<file path="src/rtl/ivd_pkg.sv">
package ivd_pkg;

   // Returns the vector number a legacy line is routed to, or -1 when the line has no route.
   function automatic int legacy_route(input int line);
      case (line)
         1:       return 'h29;
         4:       return 'h2B;
         6:       return 'h27;
         7:       return 'h22;
         12:      return 'h2A;
         default: return -1;
      endcase
   endfunction

   // Largest vector number used by the routing table.
   localparam int ROUTE_MAX_VEC = 'h2B;

   typedef enum logic [0:0] {
      HOLD_IDLE = 1'b0,
      HOLD_BUSY = 1'b1
   } hold_e;

endpackage

</file>
<file path="src/rtl/ivd_legacy_map.sv">
module ivd_legacy_map #(
   parameter int NUM_LEGACY = 16,
   parameter int NUM_VEC    = 64,
   parameter bit USE_MAP    = 1'b1
) (
   input  logic [NUM_LEGACY-1:0] legacy_i,
   output logic [NUM_VEC-1:0]    routed_o
);
   import ivd_pkg::*;

   // Builds the mask of legacy lines that drive a given vector.
   function automatic logic [NUM_LEGACY-1:0] src_mask(input int v);
      logic [NUM_LEGACY-1:0] m;
      m = '0;
      for (int l = 0; l < NUM_LEGACY; l++) begin
         if (legacy_route(l) == v) m[l] = 1'b1;
      end
      return m;
   endfunction

   generate
      if (USE_MAP) begin : g_map
         if (NUM_VEC <= ROUTE_MAX_VEC) begin : g_chk
            $error("ivd_legacy_map: NUM_VEC too small for routing table");
         end
         for (genvar v = 0; v < NUM_VEC; v++) begin : g_vec
            localparam logic [NUM_LEGACY-1:0] MASK = src_mask(v);
            assign routed_o[v] = |(legacy_i & MASK);
         end
      end else begin : g_nomap
         logic unused_legacy;
         assign unused_legacy = ^legacy_i;
         assign routed_o = '0;
      end
   endgenerate

endmodule

</file>
<file path="src/rtl/ivd_edge_detect.sv">
module ivd_edge_detect #(
   parameter int W = 64
) (
   input  logic         clk,
   input  logic         rst_n,
   input  logic [W-1:0] lvl_i,
   output logic [W-1:0] rise_o,
   output logic [W-1:0] fall_o
);
   logic [W-1:0] prev_q;

   always_ff @(posedge clk) begin
      if (!rst_n) prev_q <= '0;
      else        prev_q <= lvl_i;
   end

   assign rise_o = lvl_i & ~prev_q;
   assign fall_o = ~lvl_i & prev_q;

   // a line that rose cannot rise again in the very next cycle
   a_r9_no_repeat: assert property (@(posedge clk) disable iff (!rst_n)
      (rise_o != '0) |=> ((rise_o & $past(rise_o)) == '0));

endmodule

</file>
<file path="src/rtl/ivd_prio_pick.sv">
module ivd_prio_pick #(
   parameter int W     = 64,
   parameter int IDX_W = $clog2(W)
) (
   input  logic             clk,
   input  logic             rst_n,
   input  logic [W-1:0]     req_i,
   output logic             valid_o,
   output logic [IDX_W-1:0] idx_o
);
   always_comb begin
      valid_o = 1'b0;
      idx_o   = '0;
      for (int i = W - 1; i >= 0; i--) begin
         if (req_i[i]) begin
            valid_o = 1'b1;
            idx_o   = IDX_W'(i);
         end
      end
   end

   // the chosen index is set and no lower index is set
   a_r7_lowest: assert property (@(posedge clk) disable iff (!rst_n)
      valid_o |-> (req_i[idx_o] && ((req_i & ((W'(1) << idx_o) - W'(1))) == '0)));

endmodule

</file>
<file path="src/rtl/ivd_capture.sv">
module ivd_capture #(
   parameter int          WORD_W    = 64,
   parameter int          VEC_W     = 6,
   parameter int          TAG_W     = 5,
   parameter int          TAG_SHIFT = 6,
   parameter logic [TAG_W-1:0] TAG_VALUE = 5'h1F
) (
   input  logic              clk,
   input  logic              rst_n,
   input  logic              pick_valid_i,
   input  logic [VEC_W-1:0]  pick_idx_i,
   input  logic              any_fall_i,
   output logic              busy_o,
   output logic [WORD_W-1:0] word0_o,
   output logic [WORD_W-1:0] word1_o,
   output logic [WORD_W-1:0] word2_o
);
   import ivd_pkg::*;

   localparam logic [WORD_W-1:0] TAG_FIELD = WORD_W'(TAG_VALUE) << TAG_SHIFT;

   hold_e             state_q;
   logic [WORD_W-1:0] w0_q, w1_q, w2_q;

   always_ff @(posedge clk) begin
      if (!rst_n) begin
         state_q <= HOLD_IDLE;
         w0_q    <= '0;
         w1_q    <= '0;
         w2_q    <= '0;
      end else begin
         case (state_q)
            HOLD_BUSY: begin
               if (any_fall_i) state_q <= HOLD_IDLE;
            end
            default: begin
               if (pick_valid_i) begin
                  state_q <= HOLD_BUSY;
                  w0_q    <= TAG_FIELD | WORD_W'(pick_idx_i);
                  w1_q    <= '0;
                  w2_q    <= '0;
               end
            end
         endcase
      end
   end

   assign busy_o  = (state_q == HOLD_BUSY);
   assign word0_o = w0_q;
   assign word1_o = w1_q;
   assign word2_o = w2_q;

   // a pick while idle produces busy and the tagged vector number
   a_r3_capture: assert property (@(posedge clk) disable iff (!rst_n)
      (!busy_o && pick_valid_i) |=>
         (busy_o && word0_o == (TAG_FIELD | WORD_W'($past(pick_idx_i))) && word1_o == '0 && word2_o == '0));

   // with no fall, a held vector and its data stay put
   a_r5_hold: assert property (@(posedge clk) disable iff (!rst_n)
      (busy_o && !any_fall_i) |=> (busy_o && $stable(word0_o) && $stable(word1_o) && $stable(word2_o)));

   // a fall while busy releases the block and keeps data
   a_r6_release: assert property (@(posedge clk) disable iff (!rst_n)
      (busy_o && any_fall_i) |=> (!busy_o && $stable(word0_o)));

endmodule

</file>
<file path="src/rtl/ivd_dispatch.sv">
module ivd_dispatch #(
   parameter int               NUM_LEGACY     = 16,
   parameter int               NUM_VEC        = 64,
   parameter int               WORD_W         = 64,
   parameter int               TAG_W          = 5,
   parameter int               TAG_SHIFT      = 6,
   parameter logic [TAG_W-1:0] TAG_VALUE      = 5'h1F,
   parameter int               KIND_W         = 9,
   parameter logic [KIND_W-1:0] VEC_KIND      = 9'h060,
   parameter bit               USE_LEGACY_MAP = 1'b1
) (
   input  logic                  clk,
   input  logic                  rst_n,
   input  logic [NUM_LEGACY-1:0] legacy_irq_i,
   input  logic [NUM_VEC-1:0]    vec_line_i,
   output logic                  busy_o,
   output logic                  req_o,
   output logic [KIND_W-1:0]     kind_o,
   output logic [WORD_W-1:0]     word0_o,
   output logic [WORD_W-1:0]     word1_o,
   output logic [WORD_W-1:0]     word2_o
);
   localparam int VEC_W = $clog2(NUM_VEC);

   if (TAG_SHIFT < VEC_W) begin : g_chk_shift
      $error("ivd_dispatch: tag field overlaps the vector number");
   end
   if (TAG_SHIFT + TAG_W > WORD_W) begin : g_chk_word
      $error("ivd_dispatch: tag field does not fit the data word");
   end

   logic [NUM_VEC-1:0] routed, lvl, rise, fall;
   logic               pick_valid;
   logic [VEC_W-1:0]   pick_idx;

   ivd_legacy_map #(
      .NUM_LEGACY (NUM_LEGACY),
      .NUM_VEC    (NUM_VEC),
      .USE_MAP    (USE_LEGACY_MAP)
   ) u_map (
      .legacy_i (legacy_irq_i),
      .routed_o (routed)
   );

   assign lvl = vec_line_i | routed;

   ivd_edge_detect #(.W(NUM_VEC)) u_edge (
      .clk    (clk),
      .rst_n  (rst_n),
      .lvl_i  (lvl),
      .rise_o (rise),
      .fall_o (fall)
   );

   ivd_prio_pick #(.W(NUM_VEC), .IDX_W(VEC_W)) u_pick (
      .clk     (clk),
      .rst_n   (rst_n),
      .req_i   (rise),
      .valid_o (pick_valid),
      .idx_o   (pick_idx)
   );

   ivd_capture #(
      .WORD_W    (WORD_W),
      .VEC_W     (VEC_W),
      .TAG_W     (TAG_W),
      .TAG_SHIFT (TAG_SHIFT),
      .TAG_VALUE (TAG_VALUE)
   ) u_cap (
      .clk          (clk),
      .rst_n        (rst_n),
      .pick_valid_i (pick_valid),
      .pick_idx_i   (pick_idx),
      .any_fall_i   (|fall),
      .busy_o       (busy_o),
      .word0_o      (word0_o),
      .word1_o      (word1_o),
      .word2_o      (word2_o)
   );

   assign req_o  = busy_o;
   assign kind_o = busy_o ? VEC_KIND : '0;

   // a new request always follows a rising line picked while idle
   a_r4_req_source: assert property (@(posedge clk) disable iff (!rst_n)
      $rose(req_o) |-> $past(pick_valid));

   // unrouted legacy lines cannot reach the vector levels
   a_r2_unrouted: assert property (@(posedge clk) disable iff (!rst_n)
      (vec_line_i == '0 && (legacy_irq_i & 16'h10D2) == '0) |-> (lvl == '0));

endmodule

</file>
<file path="config.mk">
export PLATFORM = sky130hd
export DESIGN_NAME = ivd_dispatch
export DESIGN_NICKNAME = d
export VERILOG_FILES = /design/src/rtl/ivd_pkg.sv /design/src/rtl/ivd_legacy_map.sv /design/src/rtl/ivd_edge_detect.sv /design/src/rtl/ivd_prio_pick.sv /design/src/rtl/ivd_capture.sv /design/src/rtl/ivd_dispatch.sv
export SDC_FILE = /design/constraint.sdc
export NUM_CORES = 1
export LEC_CHECK = 0
export ABC_AREA = 1
export BUFFER_PORTS_ARGS = -buffer_cell sky130_fd_sc_hd__buf_4
export CAP_MARGIN = 15
export CORE_ASPECT_RATIO = 1.5
export CORE_MARGIN = 3
export CORE_UTILIZATION = 35
export DETAILED_ROUTE_END_ITERATION = 16
export SKIP_CTS_REPAIR_TIMING = 1
export SLEW_MARGIN = 15
export SYNTH_ARGS = -nofsm -noshare
export SYNTH_HDL_FRONTEND = slang
export SYNTH_SLANG_ARGS = --single-unit
</file>
<file path="constraint.sdc">
create_clock -name clk -period 3.66 [get_ports clk]
set_input_delay 0.183 -clock clk [delete_from_list [all_inputs] [get_ports clk]]
set_output_delay 0.183 -clock clk [all_outputs]
set_load 0.01 [all_outputs]
</file>
After elaboration in Yosys (flattened, before gate mapping)
Index checks and enable logic that the tools add are counted.
Widths: inputs -> output; s select.
{ "totals": {"ff_bits": 72, "word_cells": 143, "inputBits": 82, "memories": 0, "ram_bits": 0, "output_inout_bits": 203, "rom_bits": 0, "latch_bits": 0} }
{ "classes": {"n_shift": 0, "magnitude_cmp": 0, "n_mul": 0, "n_addsub": 0, "n_reduce_logical": 2, "div_mod_pow": 0, "n_mux": 132, "bitwise": 6, "eq_ne": 0} }
{ "op_table": {"columns": ["cell", "count"], "rows": [
  ["$mux 6", 64],
  ["$and 64x64->64", 2],
  ["$not 64->64", 2],
  ["$mux 1", 67],
  ["$or 64x44->64", 1],
  ["$reduce_or 64->1", 1],
  ["$mux 7", 1],
  ["$reduce_and 2->1", 1],
  ["$not 1->1", 1]
]} }

Logic depth before layout (Yosys ltp)
{ "depth": {"depth_word": 68, "ltp_mapped": 66, "mapped_depth_nobuf": 66} }

Cells and area by module
A second synthesis with hierarchy kept.
{ "unflattened": {"cells_unflattened": 1117, "area_unflattened_um2": 6668.9} }
{ "by_module_without_submodules": {"columns": ["mod", "area_per_inst_um2", "seq_area_each_um2", "n_inst", "cells_per_inst"], "rows": [
  ["ivd_edge_detect", 2824.0, 1281.2, 1, 455],
  ["ivd_capture", 1730.4, 160.2, 1, 235],
  ["ivd_prio_pick", 914.6, 0.0, 1, 224],
  ["ivd_dispatch", 715.7, 0.0, 1, 138],
  ["ivd_legacy_map", 484.2, 0.0, 1, 65]
]} }

Least setup slack after synthesis
No wires, ideal clock.
{ "synth_path": {"kind": "register -> register", "from": "register u_edge.prev_q[60]", "to": "register u_cap.w0_q[0], in the netlist u_cap.word0_o[0]", "stages_incl_launch_ff": 64, "setup_slack_ns": 0.392, "required_time_ns": 3.542, "arrival_time_ns": 3.150, "setup_time_ns": 0.118, "period_less_slack_ns": 3.268, "path_cell_list": "dfxtp_1 -> or2_4 -> nand2_1 -> nand2_1 -> nand2_1 -> nand2_1 -> nand2_1 -> nand2_1 -> nand2_1 -> nand2_1 -> nand2_1 -> nand2_1 -> nand2_1 -> nand2_1 -> nand2_1 -> nand2_1 -> nand2_1 -> nand2_1 -> [28 not listed] -> nand2_1 -> nand2_1 -> nand2_1 -> nand2_1 -> nand2_1 -> nand2_1 -> nand2_1 -> nand2_1 -> nand2_1 -> nand2_1 -> nand2_1 -> nand2_1 -> nand2_1 -> nand2_1 -> nand2_1 -> nand2_1 -> nand2_1 -> a21oi_2"} }
{ "synth_via": {"elab_chain_len": 64, "word_cells_on_any_way": 125, "cone_classes": "122 x mux; 2 x bitwise; 1 x reduce/logical"} }
{ "synth_lines": {"columns": ["element", "line_no", "text"], "rows": [
  ["from (decl)", "ivd_edge_detect.sv:10", "logic [W-1:0] prev_q;"],
  ["from (signal assigned)", "ivd_edge_detect.sv:14", "else prev_q <= lvl_i;"],
  ["$not 64->64 (*)", "ivd_edge_detect.sv:17", "assign rise_o = lvl_i & ~prev_q;"],
  ["$and 64x64->64 (*)", "ivd_edge_detect.sv:17", null],
  ["$mux 1 (61 in series)", "ivd_prio_pick.sv:15", "if (req_i[i]) begin"],
  ["$reduce_and 2->1 (no source line)", null, null],
  ["to (signal assigned)", "ivd_capture.sv:39", "w0_q <= TAG_FIELD | WORD_W'(pick_idx_i);"],
  ["to (decl)", "ivd_capture.sv:23", "logic [WORD_W-1:0] w0_q, w1_q, w2_q;"]
]} }
Every way passes the cells marked *; elsewhere a longest branch is shown, timed or not.
A chain may end at the register's enable or synchronous reset.

Worst setup path after layout
Same ends and word-level chain as after synthesis.

==> flow_summary_export.csv <==
group,metric,value,unit
run_status,status,"complete, but fails checks",
run_status,violations,"negative setup slack",
sta,worst_pin_slew,705,ps
setup_path,worst_path_most_repeated_cell,"nand2_1",
synth,async_flop_share,0,%
routing,drtPass1Iterations,4,
global_routing,grt_overflow,0,
synth,synth-xor-area-share,0,%
sta,setup_viol,1,
clock_tree,clk_pin_slew,60,ps
setup_path,required,3870,ps
synth,synth_simple_gate_area_share,29.2,%
cells_and_area,finalNonFillerCells,1079,
synth,synth_top_cells_by_count,"nand2_1, buf_4, inv_1, dfxtp_1, nor2_1",
synth,yosysTopAreaCell,"buf_4",
setup_path,crit_path_start_kind,"flop",
floorplanning,fp.dieH,157,µm
routing,wirelength,10400,µm
placed_design,hpwlAfterDp,8640,µm
clock_tree,cts_sinks,72,
floorplanning,start_util,36.2,%
setup_path,worst-setup-path-type,"reg -> reg",
pwr,leakage,3.45,nW
clock_tree,cts_root_buf,"clkbuf_16",
sta,max_freq,270,MHz
global_routing,antenna_found_initial,0,
routing,drc_errors,0,
floorplanning,rows,54,
cells_and_area,final.fill_count,1657,
synth,synth.avg_cell_area,6.71,µm²
synth,synth_mux_area_share,0,%
clock_tree,ctsHtreeMaxLevel,3,
pwr,max-vdd-ir-drop,0.000174,V
synth,netlist_instances,794,
synth,synth-edff-count,0,
floorplanning,die-area,16800,µm²
synth,synth_top_cell_area_share,27.5,%
cells_and_area,area_growth,7.51,%
synth,yosysWarnings,0,
placed_design,dp.cells,1066,
placed_design,gp_congestion,0.767,
sta,relSlewSlack,53.0,%
placed_design,post-place-ws,-119,ps
routing,wl_per_cell,9.59,µm
sta,post-route-period-util,101,%
sta,fin_ws,-38.5,ps
synth,ys_seq_area_share,27.0,%
worst_hold_path,min_path_type,"in -> reg",
setup_path,endpoint_kind,"flop",
synth,ys_ff_latch,72,
sta,drv_slew,0,
pwr,p_total,2.10,mW
routing,first_iter_violations,69,
clock_tree,cts_made_buffers,9,
clock_tree,clk-insertion-delay-late,330,ps
synth,synthAdderAreaFrac,0,%
routing,dr_total_vias,4095,
cells_and_area,nets,963,
cells_and_area,drive_above_1_share,19.0,%
clock_tree,cts_tree,"yes",
pwr,p_per_area,366,nW/µm²
floorplanning,pin_count,285,
floorplanning,die_w,107,µm
sta,rsz0062_at_grt,"true",
sta,clock_skew,5.57,ps
synth,synth_flop_cell,"dfxtp_1",
synth,synth-compound-area-share,5.47,%
sta,final-hold-violation-count,0,
global_routing,first_global_vias,3595,
setup_path,cpMaxStageDelayCell,"dfxtp_2",
routing,vias_per_cell,3.80,
flow_run,maxCapViolations,0,
synth,yosys-top-cells-area,"buf_4, dfxtp_1, nand2_1",
synth,synth.distinct_cells,33,
clock_tree,clock_tree.buffer_depth,2,
global_routing,grt_max_degree,65,
setup_path,arrival,3910,ps
synth,synth_top_family_by_area,"buffers and inverters",
cells_and_area,utilization,38.9,%
global_routing,grt_usage,11.9,%
setup_path,max_stage_delay,310,ps
sta,min_period,3700,ps
floorplanning,core_area,14700,µm²
cells_and_area,diodes,0,
placed_design,io_buffers,85,
routing,detail-route-antenna-nets,0,
synth,synth_most_common_cell,"nand2_1",
global_routing,grt_pass1_wl,15600,µm
synth,syn_area,5330,µm²
setup_path,cp_max_fo,2,
## layer usage
metal | global-route usage, % | vias up | part of all wire [%]
met2 | 23.8 | 193 | 56
met4 | 4.57 | 0 | 1.8
li1 | - | 2143 | -
met3 | 2.95 | 14 | 9.7
met5 | 0 | - | 0
met1 | 11.4 | 1745 | 33
## per-stage QoR
stage / cell area (µm²) / TNS, ps / hold slack (ps)
after global routing: 5730 / -758 / 34.9
final: 5730 / -38.5 / 40.6
after floorplan: 6030 / 0 / 276
after CTS: 5730 / -134 / 29.1
after detailed placement: 5460 / -119 / 374
after global placement: 5460 / -149 / 370
## worst max-delay path: cells and delay by family (launching register included)
kind	cells	cell delay, ps
and+or+nand+nor	62	3210
AOI/OAI and AO/OA	1	40
DFF	1	310
## cells in the final DEF (no fill, tap or decap), types with 2 or more instances in the layout
cell,netlist,routed
a2111oi_0,2,2
a21oi_1,8,8
a31oi_1,2,2
buf_4,195,91
bufinv_8,3,3
clkbuf_16,0,9
clkbuf_8,0,2
conb_1,1,188
dfxtp_1,72,71
inv_1,118,117
inv_2,9,10
nand2_1,210,208
nand2_2,13,15
nand2_4,20,20
nand3_1,5,5
nand4_1,3,3
nor2_1,64,64
nor4_1,6,6
o2111ai_1,3,3
o21ai_0,10,10
o21ai_1,5,5
o21bai_1,2,2
o22ai_1,13,13
or2_1,3,3
or2_4,12,12
## worst paths after layout
path | start | endpoint | slack, ps | cells after the start
min | vec_line_i[47] | u_edge.prev_q[47] | 40 | 3
max | u_edge.prev_q[60] | u_cap.word0_o[0] | -40 | 63
max reg2reg | u_edge.prev_q[60] | u_cap.word0_o[0] | -40 | 63
min reg2reg | u_cap.word0_o[5] | u_cap.word0_o[5] | 450 | 2
## area by class of cell
| type | count | area, µm² | share of cell area [%] |
|---|---|---|---|
| Timing Repair Buffer | 91 | 683 | 11.9 |
| Sequential cell | 72 | 1440 | 25.2 |
| Clock buffer | 12 | 256 | 4.48 |
| Tap cell | 196 | 245 | 4.28 |
| Inverter | 132 | 539 | 9.41 |
| Clock inverter | 1 | 5.00 | 0.0873 |
| Multi-Input combinational cell | 575 | 2560 | 44.7 |
## logic make-up after synthesis
logic type | Yosys count
buffers and inverters | 334
AO/OA/AOI/OAI | 48
flip-flops | 72
other | 1
AND/OR/NAND/NOR | 339
## where the power goes
part / switching, mW / internal [mW] / total (mW)
sequential: 0.0170 / 0.828 / 0.845
combinational: 0.288 / 0.171 / 0.459
clock: 0.311 / 0.483 / 0.794
total: 0.615 / 1.48 / 2.10
## sequential cells by signal (all words and copies together), names as in the netlist
register,cells
u_edge.prev_q,64
u_cap.word0_o,7
u_cap.busy_o,1
No activity file was read; power rests on OpenSTA's default activity.
